File: config.mk
export PLATFORM = sky130hd
export DESIGN_NAME = dac_pair_frame_writer
export DESIGN_NICKNAME = d
export VERILOG_FILES = /design/src/rtl/dacfw_pkg.sv /design/src/rtl/dacfw_halfper_timer.sv /design/src/rtl/dacfw_frame_shifter.sv /design/src/rtl/dac_pair_frame_writer.sv
export SDC_FILE = /design/constraint.sdc
export NUM_CORES = 1
export LEC_CHECK = 0
export CAP_MARGIN = 0
export CORE_UTILIZATION = 35
export CTS_CLUSTER_SIZE = 10
export DETAILED_ROUTE_END_ITERATION = 12
export PLACE_DENSITY = 0.59
export SYNTH_ARGS = -nofsm -noshare
export SYNTH_HDL_FRONTEND = slang
export SYNTH_SLANG_ARGS = --single-unit
File: constraint.sdc
create_clock -name clk -period 2.9 [get_ports clk]
set_input_delay 0.87 -clock clk [delete_from_list [all_inputs] [get_ports clk]]
set_output_delay 0.87 -clock clk [all_outputs]
set_load 0.005 [all_outputs]
File: src/rtl/dacfw_pkg.sv
// Shared definitions for the chained DAC frame writer.
// Holds the sequencer state encoding used by the top module.
package dacfw_pkg;
    typedef enum logic [1:0] {
        ST_IDLE = 2'd0,   // chip select high, waiting for start
        ST_LOW  = 2'd1,   // clock low, data bit presented
        ST_HIGH = 2'd2,   // clock high, data bit sampled by the DACs
        ST_TAIL = 2'd3    // data parked low before chip select rises
    } seq_state_t;
endpackage

File: src/rtl/dacfw_halfper_timer.sv
// Half-period timer: while run_i is high, tick_o pulses once every
// HALF_CYC system cycles. The count restarts from zero whenever
// run_i is low, so the first tick comes HALF_CYC cycles after run
// goes high. Assumes HALF_CYC >= 1.
module dacfw_halfper_timer #(
    parameter int HALF_CYC = 2
) (
    input  logic clk,
    input  logic rst_n,
    input  logic run_i,
    output logic tick_o
);
    generate
        if (HALF_CYC <= 1) begin : g_every
            // With a one-cycle half-period every running cycle is a tick.
            assign tick_o = run_i;
        end else begin : g_count
            localparam int CW = $clog2(HALF_CYC);
            localparam logic [CW-1:0] LAST = CW'(HALF_CYC - 1);
            logic [CW-1:0] cnt;

            // Counts cycles inside the current half-period.
            always_ff @(posedge clk) begin
                if (!rst_n || !run_i) cnt <= '0;
                else if (cnt == LAST) cnt <= '0;
                else cnt <= cnt + 1'b1;
            end

            assign tick_o = run_i && (cnt == LAST);


            tick_spacing_chk: assert property (@(posedge clk) disable iff (!rst_n)
                tick_o |=> !tick_o);
        end
    endgenerate
endmodule

File: src/rtl/dacfw_frame_shifter.sv
// Frame shift register. It loads the whole frame in parallel,
// presents the MSB, and shifts one place left on each shift_i.
// last_o flags the final bit of the frame.
// Assumes load_i and shift_i are never high together.
module dacfw_frame_shifter #(
    parameter int FRAME_W = 32
) (
    input  logic               clk,
    input  logic               rst_n,
    input  logic               load_i,
    input  logic [FRAME_W-1:0] load_val_i,
    input  logic               shift_i,
    output logic               msb_o,
    output logic               last_o
);
    localparam int CNT_W = $clog2(FRAME_W);
    localparam logic [CNT_W-1:0] LAST_IDX = CNT_W'(FRAME_W - 1);

    logic [FRAME_W-1:0] sreg;
    logic [CNT_W-1:0]   bit_idx;

    // Holds the frame and moves it toward the MSB one bit per shift.
    always_ff @(posedge clk) begin
        if (!rst_n) sreg <= '0;
        else if (load_i) sreg <= load_val_i;
        else if (shift_i) sreg <= {sreg[FRAME_W-2:0], 1'b0};
    end

    // Counts the bits already sent in this frame.
    always_ff @(posedge clk) begin
        if (!rst_n || load_i) bit_idx <= '0;
        else if (shift_i) bit_idx <= bit_idx + 1'b1;
    end

    assign msb_o  = sreg[FRAME_W-1];
    assign last_o = (bit_idx == LAST_IDX);


    no_shift_on_load_chk: assert property (@(posedge clk) disable iff (!rst_n)
        load_i |-> !shift_i);
endmodule

File: src/rtl/dac_pair_frame_writer.sv
// Writes one X and one Y sample to two chained serial DACs in a
// single frame framed by chip select. Each device word is FILL_W
// zero bits, DATA_W sample bits MSB first and DUMMY_W zero bits.
// The X word is sent first. HALF_CYC sets each clock phase in
// system cycles. A start strobe is accepted only while idle.
module dac_pair_frame_writer #(
    parameter int DATA_W   = 10,
    parameter int FILL_W   = 4,
    parameter int DUMMY_W  = 2,
    parameter int HALF_CYC = 2
) (
    input  logic              clk,
    input  logic              rst_n,
    input  logic              start_i,
    input  logic [DATA_W-1:0] x_i,
    input  logic [DATA_W-1:0] y_i,
    output logic              cs_n_o,
    output logic              sclk_o,
    output logic              sdo_o,
    output logic              busy_o,
    output logic              done_o
);
    import dacfw_pkg::*;

    localparam int WORD_W  = FILL_W + DATA_W + DUMMY_W;
    localparam int DEV_N   = 2;
    localparam int FRAME_W = DEV_N * WORD_W;

    seq_state_t state;
    logic       tick;
    logic       msb;
    logic       last_bit;
    logic       load;
    logic       shift;
    logic [FRAME_W-1:0] frame_word;

    // Builds the two device words, with the first device in the upper half.
    always_comb begin
        frame_word = {{FILL_W{1'b0}}, x_i, {DUMMY_W{1'b0}},
                      {FILL_W{1'b0}}, y_i, {DUMMY_W{1'b0}}};
    end

    assign load  = (state == ST_IDLE) && start_i;
    assign shift = (state == ST_HIGH) && tick && !last_bit;

    dacfw_halfper_timer #(.HALF_CYC(HALF_CYC)) u_timer (
        .clk    (clk),
        .rst_n  (rst_n),
        .run_i  (state != ST_IDLE),
        .tick_o (tick)
    );

    dacfw_frame_shifter #(.FRAME_W(FRAME_W)) u_shift (
        .clk        (clk),
        .rst_n      (rst_n),
        .load_i     (load),
        .load_val_i (frame_word),
        .shift_i    (shift),
        .msb_o      (msb),
        .last_o     (last_bit)
    );

    // Sequences chip select, the serial clock phases and the done pulse.
    always_ff @(posedge clk) begin
        if (!rst_n) begin
            state  <= ST_IDLE;
            cs_n_o <= 1'b1;
            sclk_o <= 1'b0;
            done_o <= 1'b0;
        end else begin
            done_o <= 1'b0;
            case (state)
                ST_IDLE: if (start_i) begin
                    cs_n_o <= 1'b0;
                    state  <= ST_LOW;
                end
                ST_LOW: if (tick) begin
                    sclk_o <= 1'b1;
                    state  <= ST_HIGH;
                end
                ST_HIGH: if (tick) begin
                    sclk_o <= 1'b0;
                    state  <= last_bit ? ST_TAIL : ST_LOW;
                end
                default: if (tick) begin
                    cs_n_o <= 1'b1;
                    done_o <= 1'b1;
                    state  <= ST_IDLE;
                end
            endcase
        end
    end

    assign sdo_o  = ((state == ST_LOW) || (state == ST_HIGH)) && msb;
    assign busy_o = (state != ST_IDLE);


    cs_edge_clock_low_chk: assert property (@(posedge clk) disable iff (!rst_n)
        !$stable(cs_n_o) |-> (!sclk_o && !$past(sclk_o)));

    clock_inside_select_chk: assert property (@(posedge clk) disable iff (!rst_n)
        sclk_o |-> !cs_n_o);

    data_parked_when_idle_chk: assert property (@(posedge clk) disable iff (!rst_n)
        cs_n_o |-> !sdo_o);

    done_single_chk: assert property (@(posedge clk) disable iff (!rst_n)
        done_o |=> !done_o);

    done_at_release_chk: assert property (@(posedge clk) disable iff (!rst_n)
        done_o |-> (cs_n_o && $past(!cs_n_o)));

    data_steady_high_chk: assert property (@(posedge clk) disable iff (!rst_n)
        (sclk_o && $past(sclk_o)) |-> $stable(sdo_o));
endmodule

==> summary.txt, run 1 <==
Floorplanning
  – Die Span Y: slightly above 70 um
  – Die area: 0.00516 sq mm
  – IO Pins: 28
  – Core Box Area: between 0.004 and 0.005 sq mm
  – Die Width: a little over 70 um
  – Starting Density: 0.364
  – Row cnt: 25

Route
  – Via count: 1478
  – Post-route DRC: 0
  – Post-DR vias/cell: roughly 5
  – DRT iter0 DRCs: 94
  – WL final: approximately 3.6 mm
  – Wire per inst: 12.1 um
  – Drt pass-1 iters: 5
  – Post-route ant nets: 0

Worst setup path
  – Crit path kind: flop to output port
  – CP Cell Sequence: inv_1, ha_1, and2_1, clkdlybuf4s50_1
  – R2R Setup Slk: 820 ps
  – Max stage delay cell, worst path: clkdlybuf4s50_1
  – Critical path fanouts, max: 4
  – Critical path startpoint category: flop
  – Max stage delay on crit path: about 500 ps
  – WP data required: 2030 ps
  – Worst EP arrival: ~1700 ps
  – Crit end category: output port

Yosys
  – Yosys warns: 0
  – Synth top cells by count: 67 x nand2_1, 41 x dfxtp_1, 23 x o21ai_0, 21 x a31oi_1, 17 x a21oi_1
  – Mapped Cells: about 220
  – Fraction of registers with async set/reset: 0
  – Share of the synthesized area in the top cell type: 0.481
  – Sequential fraction of the synthesis area: 0.481
  – Mapped Area: approximately 0.0017 sq mm
  – Number of synthesized flops with an enable pin: 0
  – Post-synthesis cell type count: 23
  – Yosys reg bits: just over 40
  – Synth Flop Type: dfxtp_1
  – Synth top area cells: dfxtp_1 48%, nand2_1 15%, a31oi_1 7.7%
  – Avg Cell Area, Syn: around 7.9 sq um
  – Top-count cell post-synth: nand2_1
  – Syn_nets: 244
  – Yosys top cell by area: dfxtp_1

Hold path
  – Hold crit path type: flop to flop

Place
  – Port bufs: 27
  – DPL Wire Length: about 2.3 mm
  – Placer congestion estimate: approximately 0.82

STA
  – Worst-margin pin slew: a little over 500 ps
  – Max Slew Vio Count: 0
  – Minimum clock period: between 2000 and 3000 ps
  – Rel. slew slack: 0.661
  – Setup_tns: 0 ps
  – RSZ-0062 raised after global routing: false
  – Final setup vio count: 0
  – Fmax: 386 MHz
  – Hold Violations, Final: 0
  – Clock skew: between 10 and 15 ps
  – Final Cycle Share: 0.894

Finish
  – Filler cell count: between 400 and 500
  – Ratio of cells with drive above 1 in the final layout: 0.0539
  – Sequential Area: just over 800 sq um
  – Nets: 268
  – Multi-input logic area: 792 sq um
  – Number of inserted diodes: 0
  – Syn-to-layout area delta: 24.6%

Clocking
  – Worst-path clk slew: around 80 ps
  – Clk sinks: 41
  – Number of gates resized after cts: 0
  – H-tree levels: 2
  – Clock buffer depth: 2
  – CTS tree: built
  – Inserted Clock Buffers: 5
  – Clk_lat worst skew: ~300 ps
  – Hold bufs inserted after CTS: 0
  – CTS root buf: clkbuf_8
  – Setup Fix Bufs, Post-CTS: 0

Pwr
  – P_leak: approximately 0.75 nW
  – Power Density: 606 mW/mm^2
  – Power Total: approximately 0.0013 W
  – VDD IR max: ~250 uV

GRT
  – GR Overflow Total: 0
  – Vias in the first global route: around 1400
  – GRT Total Usage: 0.159
  – Initial antenna violation count: 0
  – First-pass GRT wire length: approximately 6.4 mm
  – Largest net degree at the start of global routing: 40

Outcome
  – Run status: finished, final reports clean

Flow run
  – Number of max-cap violations: 0
## registers in the layout, indices dropped and copies added (netlist names)
name,flops
u_shift.sreg,30
u_shift.bit_idx,5
state,2
cs_n_o,1
done_o,1
sclk_o,1
u_timer.g_count.cnt,1
## report_power, final
part | internal, W | switching [W]
clock | 0.000258 | 0.000207
combinational | 0.0000921 | 0.0000953
sequential | 0.000609 | 0.0000268
total | 0.000958 | 0.000329
## layout by cell type (no fill, tap or decap)
cell type / Yosys / routed
o221a_1: 1 / 1
a31oi_1: 21 / 21
buf_4: 1 / 5
ha_1: 5 / 5
nand3b_1: 1 / 1
xnor2_1: 1 / 1
or3_1: 2 / 2
dfxtp_1: 41 / 41
clkinvlp_4: 0 / 1
a22oi_1: 1 / 1
nand3_1: 3 / 3
o21ai_0: 23 / 23
nand2_1: 67 / 67
clkbuf_8: 0 / 5
clkinv_4: 0 / 1
nor2_1: 2 / 2
nand2b_1: 2 / 2
nor3_1: 2 / 2
inv_1: 6 / 6
and2_1: 2 / 2
and3_1: 1 / 1
bufinv_16: 0 / 1
clkdlybuf4s50_1: 0 / 27
a21oi_1: 17 / 17
and4bb_1: 1 / 1
nand4bb_1: 2 / 2
## worst paths after layout
check / from / endpoint / depth (start not counted)
max: state[0] / sdo_o / 4
min: u_shift.sreg[30] / u_shift.sreg[31] / 2
max reg2reg: u_shift.bit_idx[0] / u_shift.sreg[11] / 7
min reg2reg: u_shift.sreg[30] / u_shift.sreg[31] / 2
## layout make-up
| type | instances | area share |
|---|---|---|
| Clock buffer | 5 | 0.0324 |
| Clock inverter | 3 | 0.0218 |
| Inverter | 6 | 0.0106 |
| Multi-Input combinational cell | 154 | 0.373 |
| Sequential cell | 41 | 0.386 |
| Tap cell | 54 | 0.0318 |
| Timing Repair Buffer | 32 | 0.145 |
## cell families (layout without fill, tap and decap cells)
family / count (synthesis) / count (layout) / synth area share
xor+xnor: 1 / 1 / 0.00513
compound gates: 63 / 63 / 0.205
flops: 41 / 41 / 0.481
simple gates: 85 / 85 / 0.217
buf+inv: 21 / 46 / 0.0550
fa+ha+maj: 5 / 5 / 0.0367
## worst max-delay path, delay by kind of cell (launching register included)
kind	cells	cell delay, ps
adder cells (fa/ha/maj)	1	330
buffers and inverters	2	590
flip-flops	1	380
AND/OR/NAND/NOR	1	140
## routing by layer
layer	global-route usage	vias to the layer above	share of wire
li1	-	786	-
met1	0.208	666	0.52
met2	0.246	21	0.44
met3	0.0506	5	0.029
met4	0.0588	0	0.013
met5	0	-	0
## metrics by stage
stage	hold slack [ps]	instance area, sq um	setup slack, ps	std cells	util
after floorplan	432	1710	1140	216	-
after global placement	442	2010	663	287	0.429
after detailed placement	446	2010	634	287	0.429
after CTS	459	2130	289	295	0.453
after global routing	486	2130	209	295	0.453
final	456	2130	308	295	0.453
Power figures use the tool's default switching activity.
==> run 2, diff against run 1 <==
--- a/config.mk
+++ b/config.mk
@@ -6,6 +6,7 @@
 export NUM_CORES = 1
 export LEC_CHECK = 0
 export CAP_MARGIN = 0
+export CORE_ASPECT_RATIO = 0.7
 export CORE_UTILIZATION = 35
 export CTS_CLUSTER_SIZE = 10
 export DETAILED_ROUTE_END_ITERATION = 12
==> summary.txt, run 2 (same netlist as run 1, synthesis figures left out) <==
Route
  – Post-route DRC: 0
  – DRT iter0 DRCs: 103
  – Post-route ant nets: 0
  – Post-DR vias/cell: ~5.0
  – WL final: 3.55 mm
  – Via count: 1491
  – Drt pass-1 iters: 4
  – Wire per inst: ~12 um

GRT
  – GR Overflow Total: 0
  – Initial antenna violation count: 0
  – Vias in the first global route: around 1300
  – Largest net degree at the start of global routing: 33
  – GRT Total Usage: 0.145
  – First-pass GRT wire length: a little under 6 mm

Finish
  – Max reg flops: 30
  – Most common cell after layout, fill and taps aside: nand2_1
  – Most frequent cells in the layout: 67 x nand2_1, 41 x dfxtp_1, 27 x clkdlybuf4s50_1
  – Ratio of cells with drive above 1 in the final layout: 0.0498
  – Number of inserted diodes: 0
  – Filler cell count: ~460
  – Syn-to-layout area delta: 23.4%
  – Nets: approximately 270
  – Largest register by flop count: u_shift.sreg
  – Final core utilization: 0.468
  – Top flop regs: u_shift.sreg x30, u_shift.bit_idx x5, state x2

Worst setup path
  – Max stage delay cell, worst path: clkdlybuf4s50_1
  – Critical path startpoint category: flop
  – Max stage delay on crit path: approximately 500 ps
  – Critical path fanouts, max: 4
  – Crit path kind: flop to output port
  – Worst EP arrival: around 1700 ps
  – Crit end category: output port
  – CP Cell Sequence: inv_1, ha_1, and2_1, clkdlybuf4s50_1
  – WP data required: between 2000 and 2500 ps

Floorplanning
  – Core Box Area: about 0.0045 sq mm
  – Die area: a little over 0.005 sq mm
  – Row cnt: 20
  – IO Pins: 28
  – Die Width: 85.5 um
  – Die Span Y: roughly 60 um
  – Starting Density: 0.379

STA
  – Rel. slew slack: 0.622
  – RSZ-0062 raised after global routing: false
  – Fmax: between 300 and 400 MHz
  – Max Slew Vio Count: 0
  – Hold Worst Slack: about 450 ps
  – Clock skew: ~4.5 ps
  – Setup_tns: 0 ps
  – Worst-margin pin slew: ~560 ps
  – Slack of the critical path: approximately 320 ps
  – Minimum clock period: between 2000 and 3000 ps
  – Final Cycle Share: 0.891
  – Final setup vio count: 0
  – Hold Violations, Final: 0

Clocking
  – H-tree levels: 2
  – Clk_lat worst skew: about 280 ps
  – Hold bufs inserted after CTS: 0
  – Clk sinks: about 40
  – CTS root buf: clkbuf_8
  – Inserted Clock Buffers: 5
  – Number of gates resized after cts: 0
  – Worst-path clk slew: 70 ps
  – Setup Fix Bufs, Post-CTS: 0
  – CTS tree: built
  – Clock buffer depth: 2

Pwr
  – VDD IR max: 207 uV
  – Power Total: approximately 0.0012 W
  – P_leak: roughly 0.74 nW
  – Power Density: around 570 mW/mm^2

Place
  – Pre-CTS setup slack: ~610 ps
  – Port bufs: 27
  – DPL Wire Length: roughly 2.4 mm
  – Placer congestion estimate: between 0.7 and 0.8

Hold path
  – Hold crit path type: flop to flop

Outcome
  – Run status: finished, final reports clean

Flow run
  – Number of max-cap violations: 0
[run 2: cell count changes in the layout (fill, tap and decap cells not counted), sizes merged]
cell,before,now
buf,5,6
bufinv,1,0
clkbuf,5,7
clkinv,1,0
clkinvlp,1,0
[run 2: where the power goes]
group	switching, W	internal [W]
Combinational	0.0000950	0.0000950
Sequential	0.0000278	0.000609
Clock	0.000183	0.000189
[run 2: per-layer routing]
layer  part of all wire  global-route usage  wire length (um)
met5                  0                   0                 0
met3              0.041              0.0422               146
met2               0.39               0.215              1390
met4             0.0039              0.0286                14
met1               0.56               0.210              1990
[run 2: path summary, 6_finish.rpt]
path / start / to / slack (ps) / cells past startpoint
worst min register to register: u_shift.sreg[28] / u_shift.sreg[29] / 450 / 2
worst max-delay path: state[0] / sdo_o / 320 / 4
worst min-delay path: u_shift.sreg[28] / u_shift.sreg[29] / 450 / 2
worst max register to register: u_shift.bit_idx[0] / u_shift.bit_idx[3] / 670 / 6
[run 2: worst max-delay path, delay by kind of cell (launching register included)]
| kind | cells | cell delay [ps] |
|---|---|---|
| flops | 1 | 380 |
| buf+inv | 2 | 600 |
| simple gates | 1 | 130 |
| fa+ha+maj | 1 | 330 |
[run 2: per-stage QoR]
step / cells / instance area, sq um
2_1_floorplan: 216 / 1710
3_3_place_gp: 289 / 2020
4_1_cts: 296 / 2110
3_5_place_dp: 289 / 2020
6_report: 296 / 2110
5_1_grt: 296 / 2110
[run 2: final cells by class]
class / count / area [sq um] / share of cell area
clock buffers: 7 / 86.3 / 0.0410
multi-input cells: 154 / 792 / 0.376
repair buffers: 33 / 315 / 0.150
flip-flops and latches: 41 / 821 / 0.390
inverters: 6 / 22.5 / 0.0107
well taps: 55 / 68.8 / 0.0327
